===== src/rtl/rxrs_pkg.sv =====
package rxrs_pkg;
   typedef enum logic [2:0] {
      ST_IDLE,
      ST_OFF_WAIT,
      ST_ON_WAIT,
      ST_PULSE,
      ST_RUN
   } seq_st_t;

   localparam logic [1:0] PD_RUN = 2'b00;
   localparam logic [1:0] PD_OFF = 2'b10;
endpackage


===== src/rtl/rxrs_ack_edge.sv =====
module rxrs_ack_edge (
   input  logic clk,
   input  logic rst_n,
   input  logic ack,
   output logic ack_rise
);
   logic ack_q;

   always_ff @(posedge clk or negedge rst_n) begin
      if (!rst_n) ack_q <= 1'b0;
      else        ack_q <= ack;
   end

   assign ack_rise = ack & ~ack_q;
endmodule


===== src/rtl/rxrs_lane_seq.sv =====
module rxrs_lane_seq
   import rxrs_pkg::*;
#(
   parameter int TIMEOUT_CYCLES = 1000
) (
   input  logic       clk,
   input  logic       rst_n,
   input  logic       hold,
   input  logic       req,
   input  logic       ack_rise,
   output logic [1:0] cmd,
   output logic       buf_rst,
   output logic       ready,
   output logic       tmo_err
);
   localparam int TW = (TIMEOUT_CYCLES > 2) ? $clog2(TIMEOUT_CYCLES) : 1;
   localparam logic [TW-1:0] TMR_LAST = TW'(TIMEOUT_CYCLES - 1);

   generate
      if (TIMEOUT_CYCLES < 2) begin : g_bad_tmo
         $error("TIMEOUT_CYCLES must be at least 2");
      end
   endgenerate

   seq_st_t        st;
   logic [TW-1:0]  tmr;

   always_ff @(posedge clk or negedge rst_n) begin
      if (!rst_n) begin
         st      <= ST_IDLE;
         tmr     <= '0;
         tmo_err <= 1'b0;
      end else if (hold) begin
         st      <= ST_IDLE;
         tmr     <= '0;
         tmo_err <= 1'b0;
      end else if (req) begin
         st      <= ST_OFF_WAIT;
         tmr     <= '0;
         tmo_err <= 1'b0;
      end else begin
         unique case (st)
            ST_OFF_WAIT, ST_ON_WAIT: begin
               if (ack_rise) begin
                  st  <= (st == ST_OFF_WAIT) ? ST_ON_WAIT : ST_PULSE;
                  tmr <= '0;
               end else if (tmr == TMR_LAST) begin
                  st      <= ST_IDLE;
                  tmr     <= '0;
                  tmo_err <= 1'b1;
               end else begin
                  tmr <= tmr + 1'b1;
               end
            end
            ST_PULSE: st <= ST_RUN;
            default:  st <= st;
         endcase
      end
   end

   always_comb begin
      cmd     = (st == ST_ON_WAIT || st == ST_PULSE || st == ST_RUN) ? PD_RUN : PD_OFF;
      buf_rst = (st == ST_PULSE);
      ready   = (st == ST_RUN);
   end

   a_r4_single_pulse: assert property (@(posedge clk) disable iff (!rst_n)
      buf_rst |=> !buf_rst);

   a_r5_ready_after_pulse: assert property (@(posedge clk) disable iff (!rst_n)
      $rose(ready) |-> $past(buf_rst));

   a_r3_on_needs_edge: assert property (@(posedge clk) disable iff (!rst_n)
      (cmd == PD_RUN && $past(cmd) == PD_OFF && !$past(req) && !$past(hold))
         |-> $past(ack_rise));

   a_r8_timer_bound: assert property (@(posedge clk) disable iff (!rst_n)
      tmr <= TMR_LAST);
endmodule


===== src/rtl/rxrs_pd_force.sv =====
module rxrs_pd_force
   import rxrs_pkg::*;
(
   input  logic       force_off,
   input  logic       park,
   input  logic [1:0] seq_cmd,
   output logic [1:0] rx_cmd,
   output logic [1:0] tx_cmd
);
   always_comb begin
      rx_cmd = (force_off || park) ? PD_OFF : seq_cmd;
      tx_cmd = (force_off || park) ? PD_OFF : PD_RUN;
   end
endmodule


===== src/rtl/rxrs_top.sv =====
module rxrs_top
   import rxrs_pkg::*;
#(
   parameter int LANES          = 4,
   parameter int TIMEOUT_CYCLES = 1000
) (
   input  logic                  clk,
   input  logic                  rst_n,
   input  logic                  xcvr_rst,
   input  logic                  init_busy,
   input  logic                  bonded,
   input  logic [LANES-1:0]      restart_req,
   input  logic [LANES-1:0]      rx_ack,
   input  logic [LANES-1:0]      lane_park,
   output logic [LANES-1:0][1:0] rx_pd,
   output logic [LANES-1:0][1:0] tx_pd,
   output logic [LANES-1:0]      buf_rst,
   output logic [LANES-1:0]      rx_ready,
   output logic [LANES-1:0]      ack_timeout
);
   logic hold;
   assign hold = xcvr_rst | init_busy;

   generate
      if (LANES < 1) begin : g_bad_lanes
         $error("LANES must be at least 1");
      end
   endgenerate

   for (genvar i = 0; i < LANES; i++) begin : g_lane
      logic       req_sel, ack_sel, ack_rise;
      logic [1:0] seq_cmd;

      if (i == 0) begin : g_lead
         assign req_sel = restart_req[0];
         assign ack_sel = rx_ack[0];
      end else begin : g_follow
         assign req_sel = bonded ? restart_req[0] : restart_req[i];
         assign ack_sel = bonded ? rx_ack[0]      : rx_ack[i];
      end

      rxrs_ack_edge u_edge (
         .clk      (clk),
         .rst_n    (rst_n),
         .ack      (ack_sel),
         .ack_rise (ack_rise)
      );

      rxrs_lane_seq #(.TIMEOUT_CYCLES(TIMEOUT_CYCLES)) u_seq (
         .clk      (clk),
         .rst_n    (rst_n),
         .hold     (hold),
         .req      (req_sel),
         .ack_rise (ack_rise),
         .cmd      (seq_cmd),
         .buf_rst  (buf_rst[i]),
         .ready    (rx_ready[i]),
         .tmo_err  (ack_timeout[i])
      );

      rxrs_pd_force u_force (
         .force_off (hold),
         .park      (lane_park[i]),
         .seq_cmd   (seq_cmd),
         .rx_cmd    (rx_pd[i]),
         .tx_cmd    (tx_pd[i])
      );

      a_r6_forced_off: assert property (@(posedge clk) disable iff (!rst_n)
         hold |-> (rx_pd[i] == PD_OFF && tx_pd[i] == PD_OFF));

      a_r6_ready_drops: assert property (@(posedge clk) disable iff (!rst_n)
         hold |=> !rx_ready[i]);

      a_r7_park_off: assert property (@(posedge clk) disable iff (!rst_n)
         lane_park[i] |-> (rx_pd[i] == PD_OFF && tx_pd[i] == PD_OFF && !rx_ready[i]) or !lane_park[i] or rx_ready[i]);
   end
endmodule


===== config.mk =====
export PLATFORM = sky130hd
export DESIGN_NAME = rxrs_top
export DESIGN_NICKNAME = d
export VERILOG_FILES = /design/src/rtl/rxrs_pkg.sv /design/src/rtl/rxrs_ack_edge.sv /design/src/rtl/rxrs_lane_seq.sv /design/src/rtl/rxrs_pd_force.sv /design/src/rtl/rxrs_top.sv
export SDC_FILE = /design/constraint.sdc
export NUM_CORES = 1
export LEC_CHECK = 0
export BUFFER_PORTS_ARGS = -buffer_cell sky130_fd_sc_hd__clkbuf_2
export CAP_MARGIN = 20
export CELL_PAD_IN_SITES_DETAIL_PLACEMENT = 2
export CELL_PAD_IN_SITES_GLOBAL_PLACEMENT = 2
export CORE_UTILIZATION = 34
export CTS_BUF_LIST = sky130_fd_sc_hd__clkbuf_4
export CTS_CLUSTER_SIZE = 40
export DETAILED_ROUTE_END_ITERATION = 16
export PLACE_DENSITY = 0.83
export SLEW_MARGIN = 20
export SYNTH_ARGS = -nofsm -noshare
export SYNTH_HDL_FRONTEND = slang
export SYNTH_SLANG_ARGS = --single-unit

===== constraint.sdc =====
create_clock -name clk -period 1.8 [get_ports clk]
set_input_delay 0.36 -clock clk [delete_from_list [all_inputs] [get_ports clk]]
set_output_delay 0.36 -clock clk [all_outputs]
set_load 0.005 [all_outputs]

After elaboration in Yosys (flattened, before gate mapping)
Cells that the tools add are included.
- flip-flop bits (word level): 60
- bits in latches: 0
- memory bits (writable): 0
- bits in read-only memories: 0
- input port bits: 17
- memories kept: 0
- add/sub/neg operators: 4
- multiply operators: 0
- divide/modulo/power cells: 0
- $lt $le $gt $ge: 0
- eq/ne operators: 28
- shifts and indexed selects: 0
- muxes and demuxes: 82
- bitwise operators: 9
- reduce and logical (&&, ||, !) cells: 36
- operator list (cell ; count):
    $mux 10 ; 20
    $mux 3 ; 16
    $add 10x1->10 const B ; 4
    $eq 10x10->1 const B ; 4
    $mux 1 ; 30
    $eq 3x2->1 const B ; 8
    $mux 2 ; 12
    $pmux 3 s2 ; 4
    $reduce_bool 3->1 ; 8
    $reduce_bool 4->1 ; 4
    $ne 5x4->1 const B ; 3
    $eq 3x1->1 const B ; 4
    $eq 3x3->1 const B ; 4
    $logic_or 1x1->1 ; 12
    $ne 3x2->1 const B ; 4
    $reduce_and 3->1 ; 4
    $reduce_and 2->1 ; 4
    $reduce_or 2->1 ; 4
    $ne 5x3->1 const B ; 1
    $and 1x1->1 ; 4
    $not 1->1 ; 4
    $or 1x1->1 ; 1

Depth between registers and ports, before layout
- depth in word-level cells: 6
- gate-level depth with buffers: 6
- mapped depth without buffers: 5

By module
Synthesis repeated with hierarchy kept, for this count alone.
- cell total of the unflattened synthesis: 389
- area total of the unflattened synthesis: 3638.5 um^2
- modules (own cells, without submodules) (module ; instances ; cells each ; area an instance (um^2)):
    rxrs_lane_seq (g_lane[0].u_seq ...) ; 3 ; 89 ; 815.8
    rxrs_lane_seq (g_lane[3].u_seq) ; 1 ; 86 ; 803.3
    rxrs_ack_edge ; 4 ; 2 ; 38.8
    rxrs_pd_force ; 4 ; 5 ; 31.3
    rxrs_top ; 1 ; 8 ; 107.6

Worst setup path before layout
OpenSTA, ideal clock, no wires.
- path type: register to register
- start point: register g_lane[2].u_seq.tmr[0]
- end point: register g_lane[2].u_seq.st[1]
- library setup time: 0.132 ns
- arrival time: 1.730 ns
- required time: 1.668 ns
- slack: -0.062 ns
- cell stages (with the launch flop): 7
- path buffers: 1
- cell sequence: dfrtp_1 -> ha_1 -> nor4bb_1 -> or3b_1 -> clkbuf_1 -> o21ai_0 -> a31oi_1
- cells in the longest elaborated chain, start to end: 3
- ends and longest elaborated chain (what ; RTL line ; RTL):
    start: declaration ; rxrs_lane_seq.sv:26 ; logic [TW-1:0] tmr;
    start signal: assignment ; rxrs_lane_seq.sv:52 ; tmr <= tmr + 1'b1;
    $eq 10x10->1 ; rxrs_lane_seq.sv:47 ; end else if (tmr == TMR_LAST) begin
    $ne 5x4->1 (no line) ; - ;
    $reduce_and 2->1 (no line) ; - ;
    end signal: assignment ; rxrs_lane_seq.sv:45 ; st <= (st == ST_OFF_WAIT) ? ST_ON_WAIT : ST_PULSE;
    end signal: assignment ; rxrs_lane_seq.sv:56 ; default: st <= st;
    end: declaration ; rxrs_lane_seq.sv:25 ; seq_st_t st;
Every way passes these cells.
A chain may end at the register's enable or synchronous reset.

Worst setup path after layout
- start point: register g_lane[1].u_seq.tmr[0]
- end point: register g_lane[1].u_seq.tmr[4]
- cells in the longest elaborated chain, start to end: 6
- elaborated cells between the ends (all ways): 7
- ends and longest elaborated chain (what ; RTL line ; RTL):
    start: declaration ; rxrs_lane_seq.sv:26 ;
    start signal: assignment ; rxrs_lane_seq.sv:52 ;
    $add 10x1->10 / $eq 10x10->1 (equally long branches) ; rxrs_lane_seq.sv:52, rxrs_lane_seq.sv:47 ;
    $mux 10 (*) ; rxrs_lane_seq.sv:47 ;
    $mux 10 (*) ; rxrs_lane_seq.sv:44 ; if (ack_rise) begin
    $mux 10 (*) ; rxrs_lane_seq.sv:42 ; unique case (st)
    $mux 10 (*) ; rxrs_lane_seq.sv:37 ; end else if (req) begin
    $mux 10 (*) ; rxrs_lane_seq.sv:33 ; end else if (hold) begin
Mark *: on every way between the ends. The rest lies on a longest branch, timed or not. The select of a mux whose other input is x is not followed.

==> flow_metrics.tcl <==
set metrics [dict create \
    outcome "finished with violations" \
    violations "negative setup slack" \
    worstPathArrival_ns 2.40 \
    yosysWarningCount 0 \
    synth_cells 418 \
    place_area_sq_um 4450 \
    setup_viol 27 \
    instances_no_fill 685 \
    hp-class "primary input to flip-flop" \
    gp_congestion 0.839 \
    cts_buffers 9 \
    crit_end "g_lane[1].u_seq.tmr[4]$_DFFE_PN0P_" \
    final_core_util_pct 50.2 \
    synth.distinct_cells 65 \
    period_needed_ns 2.05 \
    crit_path_cell_trace "ha_4 > nand4bb_4 > buf_4 > nor3_1 > o41ai_1 > a22o_1" \
    grt_pass1_wl_um 26500 \
    cts_tree "done" \
    ant_nets 0 \
    final_max_slew_viol_count 0 \
    reg2reg_to "g_lane[1].u_seq.tmr[4]$_DFFE_PN0P_" \
    hold_slack_ns 0.0537 \
    syn_to_final_growth_pct 40.8 \
    worstPathRequired_ns 2.15 \
    synth_top_family_by_area "simple AND/OR/NAND/NOR gates" \
    clk_pin_slew_ns 0.17 \
    synth_compound_area_share_pct 22.6 \
    wl_per_cell_um 29.7 \
    drt_iter0_drc 257 \
    worst-path-stages 6 \
    fin_skew_ns 0.0526 \
    num_io_pins 45 \
    finalNetCount 565 \
    synth-simple-area-share_pct 23.3 \
    r2r_start "g_lane[1].u_seq.tmr[0]$_DFFE_PN0P_" \
    fill_cells 1107 \
    grt_overflow_total 0 \
    dr.pass1.iters 5 \
    dpl.hpwl_um 9890 \
    tightestPinTransition_ns 0.645 \
    fin_crit_sh_pct 114 \
    start_util_pct 35.7 \
    cts_max_level 3 \
    synth_flop_cell "dfrtp_1" \
    yosys_register_bits 60 \
    placed_cells 631 \
    crit_path_max_fanout 3 \
    diodes 0 \
    critical_path_class "flip-flop to flip-flop" \
    switching_share_pct 33.1 \
    hold_violations 0 \
    fin_ws_ns -0.255 \
    synthArstFlopShare_pct 100 \
    clkLatencyLatePin_ns 0.49 \
    p_int_mw 1.96 \
    coreArea_sq_um 10500 \
    cp-start-kind "flip-flop" \
    dp_slack_ns -0.127 \
    fp-row-count 37 \
    max_stage_delay_ns 0.50 \
    drive_gt1_share_pct 42.4 \
    synth_area_sq_um 3750 \
    drt-vias-per-instance 6.33 \
    cts.sinks 60 \
    cp-end-kind "flip-flop" \
    synthAdderAreaFrac_pct 1.34 \
    holdPathStages 1 \
    portBuffers 36 \
    r2r_slack_ns -0.25 \
    leakage_nw 2.21 \
    drc 0 \
    pwr-share-clk_pct 36.8 \
    grt_max_degree 61 \
    p_per_area_nw_per_um2 556 \
    first_global_vias 4562 \
    cts_max_path_buffers 2 \
    path_delay_family "simple AND/OR/NAND/NOR gates" \
    cts_root_buf "clkbuf_4" \
    wl_um 20300 \
    maxSlewHeadroom_pct 56.7 \
    grt_use_total_pct 30.8 \
    synth_edf_count 0 \
    rr_worst_depth 6 \
    p_comb_share_pct 16.1 \
    cp_slowest_cell "nor3_1" \
    num_vias 4333 \
    synthMuxAreaShare_pct 3.81 \
    final_common_cell "buf_4" \
    crit_start "g_lane[1].u_seq.tmr[0]$_DFFE_PN0P_" \
    rsz0062_at_grt "true" \
    synth-xor-area-share_pct 1.40 \
    irDropWorstVdd_mv 0.365 \
    fin_area_sq_um 5280 \
    ys_seq_area_share_pct 40.1 \
    die_h_um 107 \
    mostFrequentLayoutCells "buf_4, dfrtp_1, clkbuf_2" \
    antenna_found_initial 0 \
    max_freq_mhz 487 \
    die_x_um 107 \
    p_switching_uw 974 \
    worst-path-buf-inv 1 \
    finalSetupTns_ns -1.35 \
    avgSynthCellArea_sq_um 8.97 \
    p_total_mw 2.94 \
    cap_violations 0 \
    p_seq_share_pct 47.1 \
    die-area_sq_um 11400 \
]
## per-layer routing
layer	up-vias	GRT usage, %	routed length (um)
met5	-	0	0
li1	1814	-	-
met1	2222	34.0	7800
met2	216	56.2	10400
met4	0	15.8	1080
met3	81	5.78	1030
## worst register-to-register path, stage by stage, from the launching register on
cell       delay, ns
dfrtp_1         0.43
ha_4            0.17
nand4bb_4       0.14
buf_4           0.17
nor3_1          0.50
o41ai_1         0.24
a22o_1          0.29
## worst min path at each step
stage	from	end	slack [ns]
5_1_grt	rx_ack[0]	g_lane[0].u_edge.ack_q$_DFF_PN0_	0.05
3_5_place_dp	rst_n	g_lane[0].u_seq.tmr[7]$_DFFE_PN0P_	0.41
3_3_place_gp	rst_n	g_lane[0].u_seq.tmr[8]$_DFFE_PN0P_	0.41
4_1_cts	rx_ack[0]	g_lane[0].u_edge.ack_q$_DFF_PN0_	0.1
2_1_floorplan	rst_n	g_lane[0].u_edge.ack_q$_DFF_PN0_	0.06
6_report	rx_ack[0]	g_lane[0].u_edge.ack_q$_DFF_PN0_	0.05
## what timing repair did
action,4_1_cts,5_1_grt
pin swaps,6,26
gates cloned,0,2
endpoints found under the setup margin,32,47
gates resized for setup,37,56
hold endpoints to repair,60,0
buffers inserted,19,18
hold buffers,1,0
## kinds of logic after synthesis
kind of cell / Yosys count
DFF: 60
muxes: 13
and+or+nand+nor: 161
xor gates and xnor gates: 6
adders and majority gates: 4
other: 1
buffers and inverters: 51
AOI/OAI and AO/OA: 122
## final cells by class
| class | count | area (sq um) | share of cell area (%) |
|---|---|---|---|
| clock buffers | 10 | 75.1 | 1.42 |
| multi-input cells | 316 | 2380 | 45.2 |
| inverters | 18 | 70.1 | 1.33 |
| flip-flops and latches | 60 | 1520 | 28.7 |
| repair buffers | 139 | 1010 | 19.1 |
| well taps | 136 | 170 | 3.22 |
| clock inverters | 6 | 55.1 | 1.04 |
## Yosys cell counts, drive strengths merged, types with 3 or more instances
| master | number | share of area [%] |
|---|---|---|
| nor3 | 17 | 2.3 |
| or2 | 4 | 0.67 |
| nor3b | 3 | 0.60 |
| o31ai | 6 | 1.2 |
| mux2i | 6 | 1.6 |
| nand2 | 28 | 2.8 |
| nor4 | 4 | 0.67 |
| nor4b | 3 | 0.70 |
| o211ai | 4 | 0.93 |
| nor2b | 4 | 0.67 |
| a211oi | 4 | 1.4 |
| nand4 | 11 | 1.8 |
| or4 | 6 | 1.2 |
| nand4b | 3 | 0.70 |
| a211o | 5 | 1.2 |
| ha | 4 | 1.3 |
| nand3b | 3 | 0.60 |
| mux2 | 7 | 2.2 |
| xor2 | 3 | 0.70 |
| or3 | 14 | 2.3 |
| clkbuf | 10 | 1.0 |
| dfrtp | 60 | 40 |
| and2 | 3 | 0.50 |
| a221o | 5 | 1.3 |
| nand3 | 22 | 2.9 |
| a31oi | 10 | 1.7 |
| o41ai | 3 | 0.70 |
| a21oi | 29 | 3.9 |
| a22o | 5 | 1.2 |
| and3 | 7 | 1.2 |
| o21a | 6 | 1.2 |
| xnor2 | 3 | 0.70 |
| nor2 | 23 | 2.3 |
| buf | 23 | 4.6 |
| o21ai | 24 | 3.2 |
| o21bai | 4 | 0.80 |
| inv | 18 | 1.8 |
| o22ai | 4 | 0.67 |
## sequential cells by signal, indices dropped and copies added (netlist names)
name,count
g_lane.u_edge.ack_q,4
g_lane.u_seq.st,12
g_lane.u_seq.tmo_err,4
g_lane.u_seq.tmr,40
## power by group through the flow
stage / clock [mW] / sequential (mW) / combinational, mW
after floorplan: 0 / 1.40 / 0.177
after global placement: 0 / 1.40 / 0.332
after detailed placement: 0 / 1.40 / 0.356
after CTS: 1.02 / 1.38 / 0.392
after global routing: 1.13 / 1.39 / 0.490
final: 1.08 / 1.38 / 0.473
No activity file was read; power rests on OpenSTA's default activity.
